`config.mk`:
```
export PLATFORM = sky130hd
export DESIGN_NAME = pci_init_chk_ctrl
export DESIGN_NICKNAME = d
export VERILOG_FILES = /design/src/rtl/pci_init_chk_pkg.sv /design/src/rtl/pci_init_chk_ctrl.sv
export SDC_FILE = /design/constraint.sdc
export NUM_CORES = 1
export LEC_CHECK = 0
export CAP_MARGIN = 20
export CORE_MARGIN = 2
export CORE_UTILIZATION = 32
export CTS_BUF_LIST = sky130_fd_sc_hd__clkbuf_4
export CTS_CLUSTER_DIAMETER = 50
export CTS_CLUSTER_SIZE = 14
export DETAILED_ROUTE_END_ITERATION = 10
export SETUP_SLACK_MARGIN = 0.02
export SYNTH_ARGS = -nofsm -noshare
export SYNTH_HDL_FRONTEND = slang
export SYNTH_SLANG_ARGS = --single-unit
```
`constraint.sdc`:
```
create_clock -name clk -period 1.8 [get_ports clk]
set_input_delay 0.45 -clock clk [delete_from_list [all_inputs] [get_ports clk]]
set_output_delay 0.45 -clock clk [all_outputs]
set_load 0.03 [all_outputs]
```
`src/rtl/pci_init_chk_pkg.sv`:
```
package pci_init_chk_pkg;

  localparam int NUM_RULES = 9;

  // bit positions of the per-rule error vector
  localparam int RULE_STOP_HELD    = 0;
  localparam int RULE_GNT_TIMEOUT  = 1;
  localparam int RULE_NO_GRANT     = 2;
  localparam int RULE_LAST_NO_IRDY = 3;
  localparam int RULE_IRDY_ADDR    = 4;
  localparam int RULE_IRDY_IDLE    = 5;
  localparam int RULE_PHASE_CHANGE = 6;
  localparam int RULE_BACK2BACK    = 7;
  localparam int RULE_NO_RELEASE   = 8;

  // current sample, active-high
  typedef struct packed {
    logic frame;
    logic irdy;
    logic trdy;
    logic stop;
    logic gnt;
    logic wr;
  } busSampT;

  // previous sample, active-high
  typedef struct packed {
    logic frame;
    logic irdy;
    logic trdy;
    logic stop;
    logic gnt;
  } busPrevT;

  // control -> datapath strobes
  typedef struct packed {
    logic [NUM_RULES-1:0] viol;
  } ruleStrobeT;

endpackage

```
`src/rtl/pci_init_chk_ctrl.sv`:
```
module pci_init_chk_ctrl
  import pci_init_chk_pkg::*;
#(
  parameter int GNT_TIMEOUT = 16
)(
  input  logic       clk,
  input  logic       rstN,
  input  busSampT    cur,
  input  busPrevT    prv,
  output ruleStrobeT stb
);

  localparam int CNT_W = $clog2(GNT_TIMEOUT + 2);
  localparam logic [CNT_W-1:0] CNT_LIMIT = CNT_W'(GNT_TIMEOUT);

  logic             inXfer;     // transaction open at start of sample
  logic             justDone;   // previous sample completed the last phase
  logic             xferWrite;  // current/last transaction is a write
  logic             stopLat;    // stop seen earlier in this transaction
  logic [CNT_W-1:0] gntCnt;     // granted idle samples so far

  logic frameStart, idleGnt, lastDone, prevOpen, frameOnlyIrdy;

  assign frameStart    = cur.frame && !prv.frame;
  assign idleGnt       = cur.gnt && !cur.frame && !cur.irdy;
  assign lastDone      = inXfer && !cur.frame && cur.irdy && (cur.trdy || cur.stop);
  assign prevOpen      = prv.irdy && !(prv.trdy || prv.stop);
  assign frameOnlyIrdy = cur.irdy && !cur.frame;

  always_comb begin
    stb.viol = '0;
    stb.viol[RULE_STOP_HELD]    = cur.frame && cur.irdy && stopLat;
    stb.viol[RULE_GNT_TIMEOUT]  = idleGnt && (gntCnt == CNT_LIMIT);
    stb.viol[RULE_NO_GRANT]     = frameStart && !prv.gnt;
    stb.viol[RULE_LAST_NO_IRDY] = prv.frame && !cur.frame && !cur.irdy;
    stb.viol[RULE_IRDY_ADDR]    = frameStart && cur.irdy;
    stb.viol[RULE_IRDY_IDLE]    = frameOnlyIrdy && !inXfer && !justDone;
    stb.viol[RULE_PHASE_CHANGE] = (prevOpen && ((cur.irdy != prv.irdy) || (cur.frame != prv.frame)))
                                  || (frameStart && inXfer);
    stb.viol[RULE_BACK2BACK]    = frameStart && prv.irdy && !xferWrite;
    stb.viol[RULE_NO_RELEASE]   = justDone && (cur.irdy || cur.trdy || cur.stop);
  end

  always_ff @(posedge clk) begin
    if (!rstN) begin
      inXfer    <= 1'b0;
      justDone  <= 1'b0;
      xferWrite <= 1'b0;
      stopLat   <= 1'b0;
      gntCnt    <= '0;
    end else begin
      inXfer   <= cur.frame || (inXfer && cur.irdy && !(cur.trdy || cur.stop));
      justDone <= lastDone;
      if (frameStart) begin
        xferWrite <= cur.wr;
      end
      if (frameStart || !(cur.frame || cur.irdy)) begin
        stopLat <= 1'b0;
      end else if (cur.stop) begin
        stopLat <= 1'b1;
      end
      if (!idleGnt) begin
        gntCnt <= '0;
      end else if (gntCnt <= CNT_LIMIT) begin
        gntCnt <= gntCnt + 1'b1;
      end
    end
  end

  // the timeout reports once per grant window, never two clocks running
  a_r2_timeout_once: assert property (@(posedge clk) disable iff (!rstN)
    stb.viol[RULE_GNT_TIMEOUT] |=> !stb.viol[RULE_GNT_TIMEOUT]);

  // an address phase flagged for early ready still opens a transaction
  a_r6_start_tracked: assert property (@(posedge clk) disable iff (!rstN)
    stb.viol[RULE_IRDY_ADDR] |=> inXfer);

  // a fully idle sample closes any open transaction
  a_r7_idle_closes: assert property (@(posedge clk) disable iff (!rstN)
    (!cur.frame && !cur.irdy) |=> !inXfer);

  // the release check only follows a completed last phase
  a_r10_release_after_done: assert property (@(posedge clk) disable iff (!rstN)
    stb.viol[RULE_NO_RELEASE] |-> $past(!cur.frame && cur.irdy && (cur.trdy || cur.stop)));

endmodule

```
==> results.rst, run 1 <==
.. list-table::
   :header-rows: 1

   * - Metric
     - Value
   * - Design area
     - 0.001022 mm^2
   * - Clock latency on the worst-skew pair
     - 270 ps
   * - Final setup violation count
     - 1
   * - Total cell area at the placement stage
     - 793.3 um^2
   * - Type of element capturing the critical path
     - output pin
   * - Worst hold path endpoint
     - justDone
   * - RSZ-0062 raised after global routing
     - yes
   * - Overall routing resource usage
     - 18.31%
   * - Total vias in the final route
     - 613
   * - Initial cell density of the core
     - 34.30%
   * - Compound-Gate Fraction of Synth Area
     - 14.53%
   * - Final core utilization
     - 67.86%
   * - Area grow syn2layout
     - 97.82%
   * - Mean number of vias per cell
     - 4.984
   * - Count of standard-cell rows
     - 14
   * - Headroom to the max-slew limit
     - 76.43%
   * - Clock Skews
     - 1.870 ps
   * - Number of clock buffers inserted by TritonCTS
     - 3
   * - Leading cell type in the layout, fill and taps excluded
     - sky130_fd_sc_hd__buf_4
   * - Final worst-path cycle share
     - 102.3%
   * - Num ports
     - 22
   * - Xor and xnor fraction of the mapped netlist area
     - 1.695%
   * - Violations in the final reports
     - setup timing
   * - Share of cell area taken by muxes after synthesis
     - 3.874%
   * - Area share of and/or/nand/nor cells after synthesis
     - 31.72%
   * - Worst Path Arrival
     - 1390 ps
   * - Portion of synthesized cell area occupied by the leading cell type
     - 34.87%
   * - Launching point of the worst reg2reg path
     - gntCnt[0]
   * - Hold Fails Final Rpt
     - 0
   * - TritonCTS Sinks
     - 9
   * - Share of synthesized area occupied by flip-flops and latches
     - 34.87%
   * - Cell type contributing the most total cell area after synthesis
     - sky130_fd_sc_hd__dfxtp_1
   * - Average cell area after synthesis
     - 8.612 um^2
   * - Wire length after detailed routing
     - 1.662 mm
   * - Critical path launch point type
     - flop
   * - Buffers on Ports
     - 21
   * - Total power
     - 0.0005073 W
   * - TritonRoute pass-1 iters
     - 4
   * - Ant diodes
     - 0
   * - Routed wl met2
     - 835 um
   * - Outcome
     - finished, violations left
   * - Worst-margin pin slew
     - 353.0 ps
   * - Maximum VDD drop
     - 0.0004157 V
   * - Post-route ant nets
     - 0
   * - Synth top area cells
     - sky130_fd_sc_hd__dfxtp_1 (35%), sky130_fd_sc_hd__ha_1 (9.7%), sky130_fd_sc_hd__nand2_1 (6.5%)
   * - Routed length on met1
     - 689 um
   * - Clock tree from TritonCTS
     - yes
   * - GPL Wtd Cong
     - 0.7245
   * - Synthesized-area fraction occupied by adder cells
     - 9.685%
   * - Fraction of final layout cells sized beyond drive strength 1
     - 52.34%
   * - Crit path setup slack, layout
     - -41.02 ps
   * - Number of levels in the clock H-tree
     - 1
   * - Number of antenna violations at the first check in global routing
     - 0
   * - Fmax
     - 543.2 MHz
   * - CP max FO
     - 2
   * - Cell chosen for the clock root
     - sky130_fd_sc_hd__clkbuf_4
   * - Worst Min Path Start
     - inXfer
   * - DRC violation count after routing
     - 0
   * - Register-to-register setup slack
     - 80 ps
   * - Clock-pin slew on the worst setup and hold paths
     - 60 ps
   * - Worst Setup Slack post-DPL
     - -507.7 ps
   * - Pin count of the biggest net entering global routing
     - 9
   * - Endpoint of the worst-slack reg-to-reg timing path
     - gntCnt[0]
   * - Die Area
     - 0.001952 mm^2
   * - Register bit count reported by yosys
     - 9
   * - Detailed placer's ending HPWL
     - 961.3 um
   * - Post-synth design cell area
     - 516.7 um^2
   * - Max-cap violation count
     - 0
   * - Worst reg-to-reg path cell count
     - 12
   * - Buffers from clock root to sink, at most
     - 2
   * - Count of pins over their slew limit
     - 0
   * - Number of DRC markers in iteration 0
     - 7
   * - Global-route congestion overflow total
     - 0
   * - Number of distinct library cell variants in the gate-level netlist after synthesis
     - 28
   * - Wire length on met3
     - 104 um
   * - Synthesized netlist cell count
     - 60
   * - Core Footprint
     - 0.001506 mm^2
   * - Synthesized netlist net count
     - 77
   * - Vias in the first global route
     - 587
   * - Type of the worst setup path
     - reg -> out
   * - Leading cell types in the layout, fill and taps excluded
     - sky130_fd_sc_hd__buf_4 (24), sky130_fd_sc_hd__nand2_1 (9), sky130_fd_sc_hd__buf_6 (8)
   * - Height of the chip
     - 44.19 um
   * - Static leakage
     - 0.4792 nW
   * - First-pass GRT wire length
     - 2.587 mm
   * - Data required time at the worst endpoint
     - 1350 ps
   * - Width of the die
     - 44.19 um
   * - Min cycle time layout
     - 1841 ps
   * - Wirelength per Cell
     - 13.51 um
   * - Class of the worst hold path
     - reg -> reg
   * - Combinational family with the most area after synthesis
     - simple AND/OR/NAND/NOR gates
   * - Count of nets after finishing
     - 125
   * - Top layer in use
     - met4
   * - Number of warnings printed during yosys synthesis
     - 0
   * - Power density over the cells
     - 496.3 mW/mm^2
   * - Min-Delay Path Depth
     - 2
-- cells in the mapped netlist --
cell type	n
sky130_fd_sc_hd__dfxtp_1	9
sky130_fd_sc_hd__nand2_1	9
sky130_fd_sc_hd__nor2_1	5
sky130_fd_sc_hd__ha_1	4
sky130_fd_sc_hd__inv_1	4
sky130_fd_sc_hd__nor2b_1	3
sky130_fd_sc_hd__a21oi_1	2
sky130_fd_sc_hd__mux2i_1	2
sky130_fd_sc_hd__nand3_1	2
sky130_fd_sc_hd__nor3_1	2
sky130_fd_sc_hd__a211oi_1	1
sky130_fd_sc_hd__a21boi_0	1
sky130_fd_sc_hd__a21boi_2	1
sky130_fd_sc_hd__a22o_1	1
sky130_fd_sc_hd__a31oi_1	1
sky130_fd_sc_hd__and2_1	1
sky130_fd_sc_hd__and3_1	1
sky130_fd_sc_hd__and4bb_2	1
sky130_fd_sc_hd__clkbuf_1	1
sky130_fd_sc_hd__nand3b_1	1
sky130_fd_sc_hd__nand4b_1	1
sky130_fd_sc_hd__nor3b_1	1
sky130_fd_sc_hd__nor3b_2	1
sky130_fd_sc_hd__o211a_1	1
sky130_fd_sc_hd__o21ai_0	1
sky130_fd_sc_hd__o31a_1	1
sky130_fd_sc_hd__or3b_4	1
sky130_fd_sc_hd__xor2_1	1
-- sequential cells by signal, summed over array words and instances, names as in the netlist --
register,flops
gntCnt,5
inXfer,1
justDone,1
stopLat,1
xferWrite,1
-- per-layer routing --
metal / up-vias / global-route usage (%)
met2: 28 / 30.59
met1: 276 / 22.25
li1: 304 / -
met5: - / 0
met4: 0 / 9.091
met3: 5 / 3.673
-- worst max-delay path, stage by stage, from the launching register on --
cell                      delay [ps]
sky130_fd_sc_hd__dfxtp_2         330
sky130_fd_sc_hd__inv_2            70
sky130_fd_sc_hd__ha_4            120
sky130_fd_sc_hd__or3b_4          390
sky130_fd_sc_hd__nor2_4           90
sky130_fd_sc_hd__buf_6           130
-- final cells by class --
type	count	area, um^2
Multi-Input combinational cell	46	394.1
Timing Repair Buffer	44	377.9
Fill cell	125	484.2
Clock buffer	4	30.03
Sequential cell	9	182.7
Tap cell	16	20.02
Inverter	4	17.52
-- worst max path at each step --
stage | to | startpoint | cells past startpoint
3_5_place_dp | stb[3] | cur[5] | 5
4_1_cts | stb[1] | gntCnt[1] | 5
3_3_place_gp | stb[3] | cur[5] | 5
2_1_floorplan | stb[6] | cur[5] | 4
6_report | stb[1] | gntCnt[0] | 5
5_1_grt | stb[1] | gntCnt[0] | 5
-- report_power, final --
group          switching (W)  total [W]  internal [W]
sequential        0.00000332   0.000207      0.000204
clock              0.0000749   0.000176      0.000101
combinational      0.0000549   0.000124     0.0000696
-- cell families after synthesis --
| kind of cell | after synthesis |
|---|---|
| compound gates | 10 |
| xor+xnor | 1 |
| fa+ha+maj | 4 |
| buf+inv | 5 |
| flops | 9 |
| mux | 2 |
| simple gates | 29 |
-- through the flow --
stage,hold slack [ps],setup TNS [ps],instances
floorplan,451.4,0,60
global placement,490.0,-2722,104
detailed placement,495.0,-2716,104
CTS,503.1,-26.90,121
global route,532.1,-88.24,123
finish,498.4,-41.02,123
-- repair_timing --
item / in CTS / in global routing
hold buffers: 0 / 0
buffers inserted: 13 / 2
pin swaps: 7 / 3
resized for setup: 36 / 12
setup endpoints to repair: 9 / 5
Power figures use the tool's default switching activity.
==> run 2, diff against run 1 <==
Settings changed: MAX_ROUTING_LAYER set to met4.
==> results of run 2 <==
Same layout as run 1: the final DEF is identical, and so are final timing and power.
Main changes from that run: final weighted congestion in routability-driven placement 0.7245 -> 0.7331; overall routing resource usage 18.31% -> 18.87%
==> run 3, diff against run 2 <==
Settings changed: SLEW_MARGIN set to 20.
Clock period 1.8 ns to 2.1 ns, I/O delays scaled along.
==> results.rst, run 3 (synthesized netlist as in run 1, its figures left out) <==
.. list-table::
   :header-rows: 1

   * - Metric
     - Value
   * - Number of clock buffers inserted by TritonCTS
     - 3
   * - Headroom to the max-slew limit
     - 80.45%
   * - Max-cap violation count
     - 0
   * - Design area
     - 849.6 um^2
   * - Clock network fraction of total power
     - 35.0%
   * - Number of flip-flops under the largest register name
     - 5
   * - Count of nets after finishing
     - 111
   * - Critical path launch point type
     - input pin
   * - Delay-heaviest family, CP
     - buffers and inverters
   * - Buffers from clock root to sink, at most
     - 2
   * - Wire length after detailed routing
     - 1.247 mm
   * - Class of the worst hold path
     - reg -> reg
   * - Largest reg by FF count
     - gntCnt
   * - Core Footprint
     - 0.001506 mm^2
   * - Ant diodes
     - 0
   * - Min-Delay Path Depth
     - 2
   * - Data required time at the worst endpoint
     - 1570 ps
   * - DRC violation count after routing
     - 0
   * - Detailed placer's ending HPWL
     - 967.1 um
   * - Sequential Power Share
     - 43.2%
   * - Height of the chip
     - 44.19 um
   * - Maximum VDD drop
     - 0.0003696 V
   * - TritonCTS Sinks
     - 9
   * - First-pass GRT wire length
     - 2.001 mm
   * - Final worst-path cycle share
     - 96.26%
   * - Post-Route Hold Slack
     - 484.8 ps
   * - Total cell area at the placement stage
     - 778.2 um^2
   * - Crit path setup slack, layout
     - 78.52 ps
   * - Total power
     - 0.0004097 W
   * - Num ports
     - 22
   * - Fmax
     - 494.7 MHz
   * - Pin count of the biggest net entering global routing
     - 9
   * - Number of levels in the clock H-tree
     - 1
   * - Static leakage
     - 0.3886 nW
   * - Width of the die
     - 44.19 um
   * - Worst-margin pin slew
     - 294.4 ps
   * - Clock-pin slew on the worst setup and hold paths
     - 50 ps
   * - Type of element capturing the critical path
     - output pin
   * - TritonRoute pass-1 iters
     - 3
   * - Power spent charging and discharging nets
     - 0.00009970 W
   * - Worst Setup Slack post-DPL
     - -382.8 ps
   * - Initial cell density of the core
     - 34.30%
   * - Worst reg-to-reg path cell count
     - 6
   * - Multi-input gate area in the final layout
     - 345.3 um^2
   * - Leading cell type in the layout, fill and taps excluded
     - sky130_fd_sc_hd__buf_4
   * - Number of buffer and inverter stages on the critical path
     - 3
   * - Min cycle time layout
     - 2021 ps
   * - Worst Min Path Start
     - inXfer
   * - Register-to-register setup slack
     - 670 ps
   * - Count of pins over their slew limit
     - 0
   * - Switching share of power
     - 24.34%
   * - RSZ-0062 raised after global routing
     - yes
   * - Global-route congestion overflow total
     - 0
   * - GPL Wtd Cong
     - 0.7619
   * - Endpoint of the worst-slack reg-to-reg timing path
     - gntCnt[2]
   * - Number of DRC markers in iteration 0
     - 3
   * - Slowest cell on the critical path
     - sky130_fd_sc_hd__dlygate4sd2_1
   * - Area grow syn2layout
     - 64.41%
   * - Outcome
     - completed
   * - Worst Path Arrival
     - 1500 ps
   * - Maximum single-stage delay on the critical path
     - 250 ps
   * - Total vias in the final route
     - 530
   * - Cell chosen for the clock root
     - sky130_fd_sc_hd__clkbuf_4
   * - CP max FO
     - 2
   * - Power density over the cells
     - 482.2 mW/mm^2
   * - Fill cell count
     - 145
   * - Die Area
     - 0.001952 mm^2
   * - Launching point of the worst reg2reg path
     - gntCnt[0]
   * - Critical Path, Cell by Cell
     - dlygate4sd2_1 -> inv_2 -> ha_4 -> a211oi_2 -> a22o_1 -> buf_6
   * - Buffers on Ports
     - 21
   * - Overall routing resource usage
     - 14.52%
   * - Post-route ant nets
     - 0
   * - Clock Skews
     - 5.272 ps
   * - Type of the worst setup path
     - in -> out
   * - Mean number of vias per cell
     - 4.862
   * - Count of standard-cell rows
     - 14
   * - Final setup violation count
     - 0
   * - Setup TNS
     - 0 ps
   * - Clock tree from TritonCTS
     - yes
   * - Internal power of the cells
     - 0.0003100 W
   * - Worst hold path endpoint
     - justDone
   * - Wirelength per Cell
     - 11.44 um
   * - Leading cell types in the layout, fill and taps excluded
     - sky130_fd_sc_hd__buf_4 (14), sky130_fd_sc_hd__nand2_1 (9), sky130_fd_sc_hd__dfxtp_1 (9), sky130_fd_sc_hd__clkdlybuf4s50_1 (9)
   * - Fraction of final layout cells sized beyond drive strength 1
     - 33.33%
   * - Clock latency on the worst-skew pair
     - 260 ps
   * - Register cell area after layout
     - 180.2 um^2
   * - Post-cts hold buffer count
     - 0
   * - Comb power frac
     - 21.8%
   * - Number of antenna violations at the first check in global routing
     - 0
   * - Vias in the first global route
     - 476
   * - Hold Fails Final Rpt
     - 0
## run 3: worst min-delay path: stages, from the launching register on
cell and delay [ps]:
sky130_fd_sc_hd__dfxtp_1 330, sky130_fd_sc_hd__nand2_1 70, sky130_fd_sc_hd__nor3_1 40
## run 3: power by group through the flow
| stage | sequential (W) | combinational, W | clock, W |
|---|---|---|---|
| after global routing | 0.000177 | 0.0000968 | 0.000160 |
| after detailed placement | 0.000181 | 0.0000840 | 0 |
| after floorplan | 0.000180 | 0.0000343 | 0 |
| after CTS | 0.000177 | 0.0000880 | 0.000151 |
| final | 0.000177 | 0.0000893 | 0.000143 |
| after global placement | 0.000181 | 0.0000828 | 0 |
## run 3: stage by stage
| stage | utilization, % | std cells |
|---|---|---|
| after floorplan | - | 60 |
| after global placement | 51.66 | 103 |
| after detailed placement | 51.66 | 103 |
| after CTS | 55.23 | 107 |
| after global routing | 56.40 | 109 |
| final | 56.40 | 109 |
## run 3: worst max-delay path by stage
stage | startpoint | end | cells past startpoint
2_1_floorplan | cur[4] | stb[5] | 3
3_3_place_gp | cur[5] | stb[3] | 5
3_5_place_dp | cur[5] | stb[3] | 5
4_1_cts | cur[5] | stb[6] | 6
5_1_grt | cur[5] | stb[6] | 6
6_report | cur[5] | stb[6] | 6
## run 3: repair_timing
item	4_1_cts	5_1_grt
pin swaps	3	2
setup buffers	0	2
setup endpoints to repair	8	6
hold endpoints to repair	0	0
gates resized for setup	13	5
## run 3: area by class of cell
cell class                      count  area share [%]
Timing Repair Buffer               30           30.49
Tap cell                           16           2.356
Clock buffer                        4           3.535
Sequential cell                     9           21.21
Multi-Input combinational cell     46           40.65
Inverter                            4           1.767
## run 3: routing by layer
metal | wire length [um] | track usage (%) | up-vias | part of all wire, %
li1 | - | - | 274 | -
met1 | 577 | 17.25 | 235 | 46
met2 | 561 | 22.35 | 17 | 45
met3 | 89 | 4.082 | 4 | 7.1
met4 | 19 | 7.273 | 0 | 1.5
met5 | 0 | - | - | 0
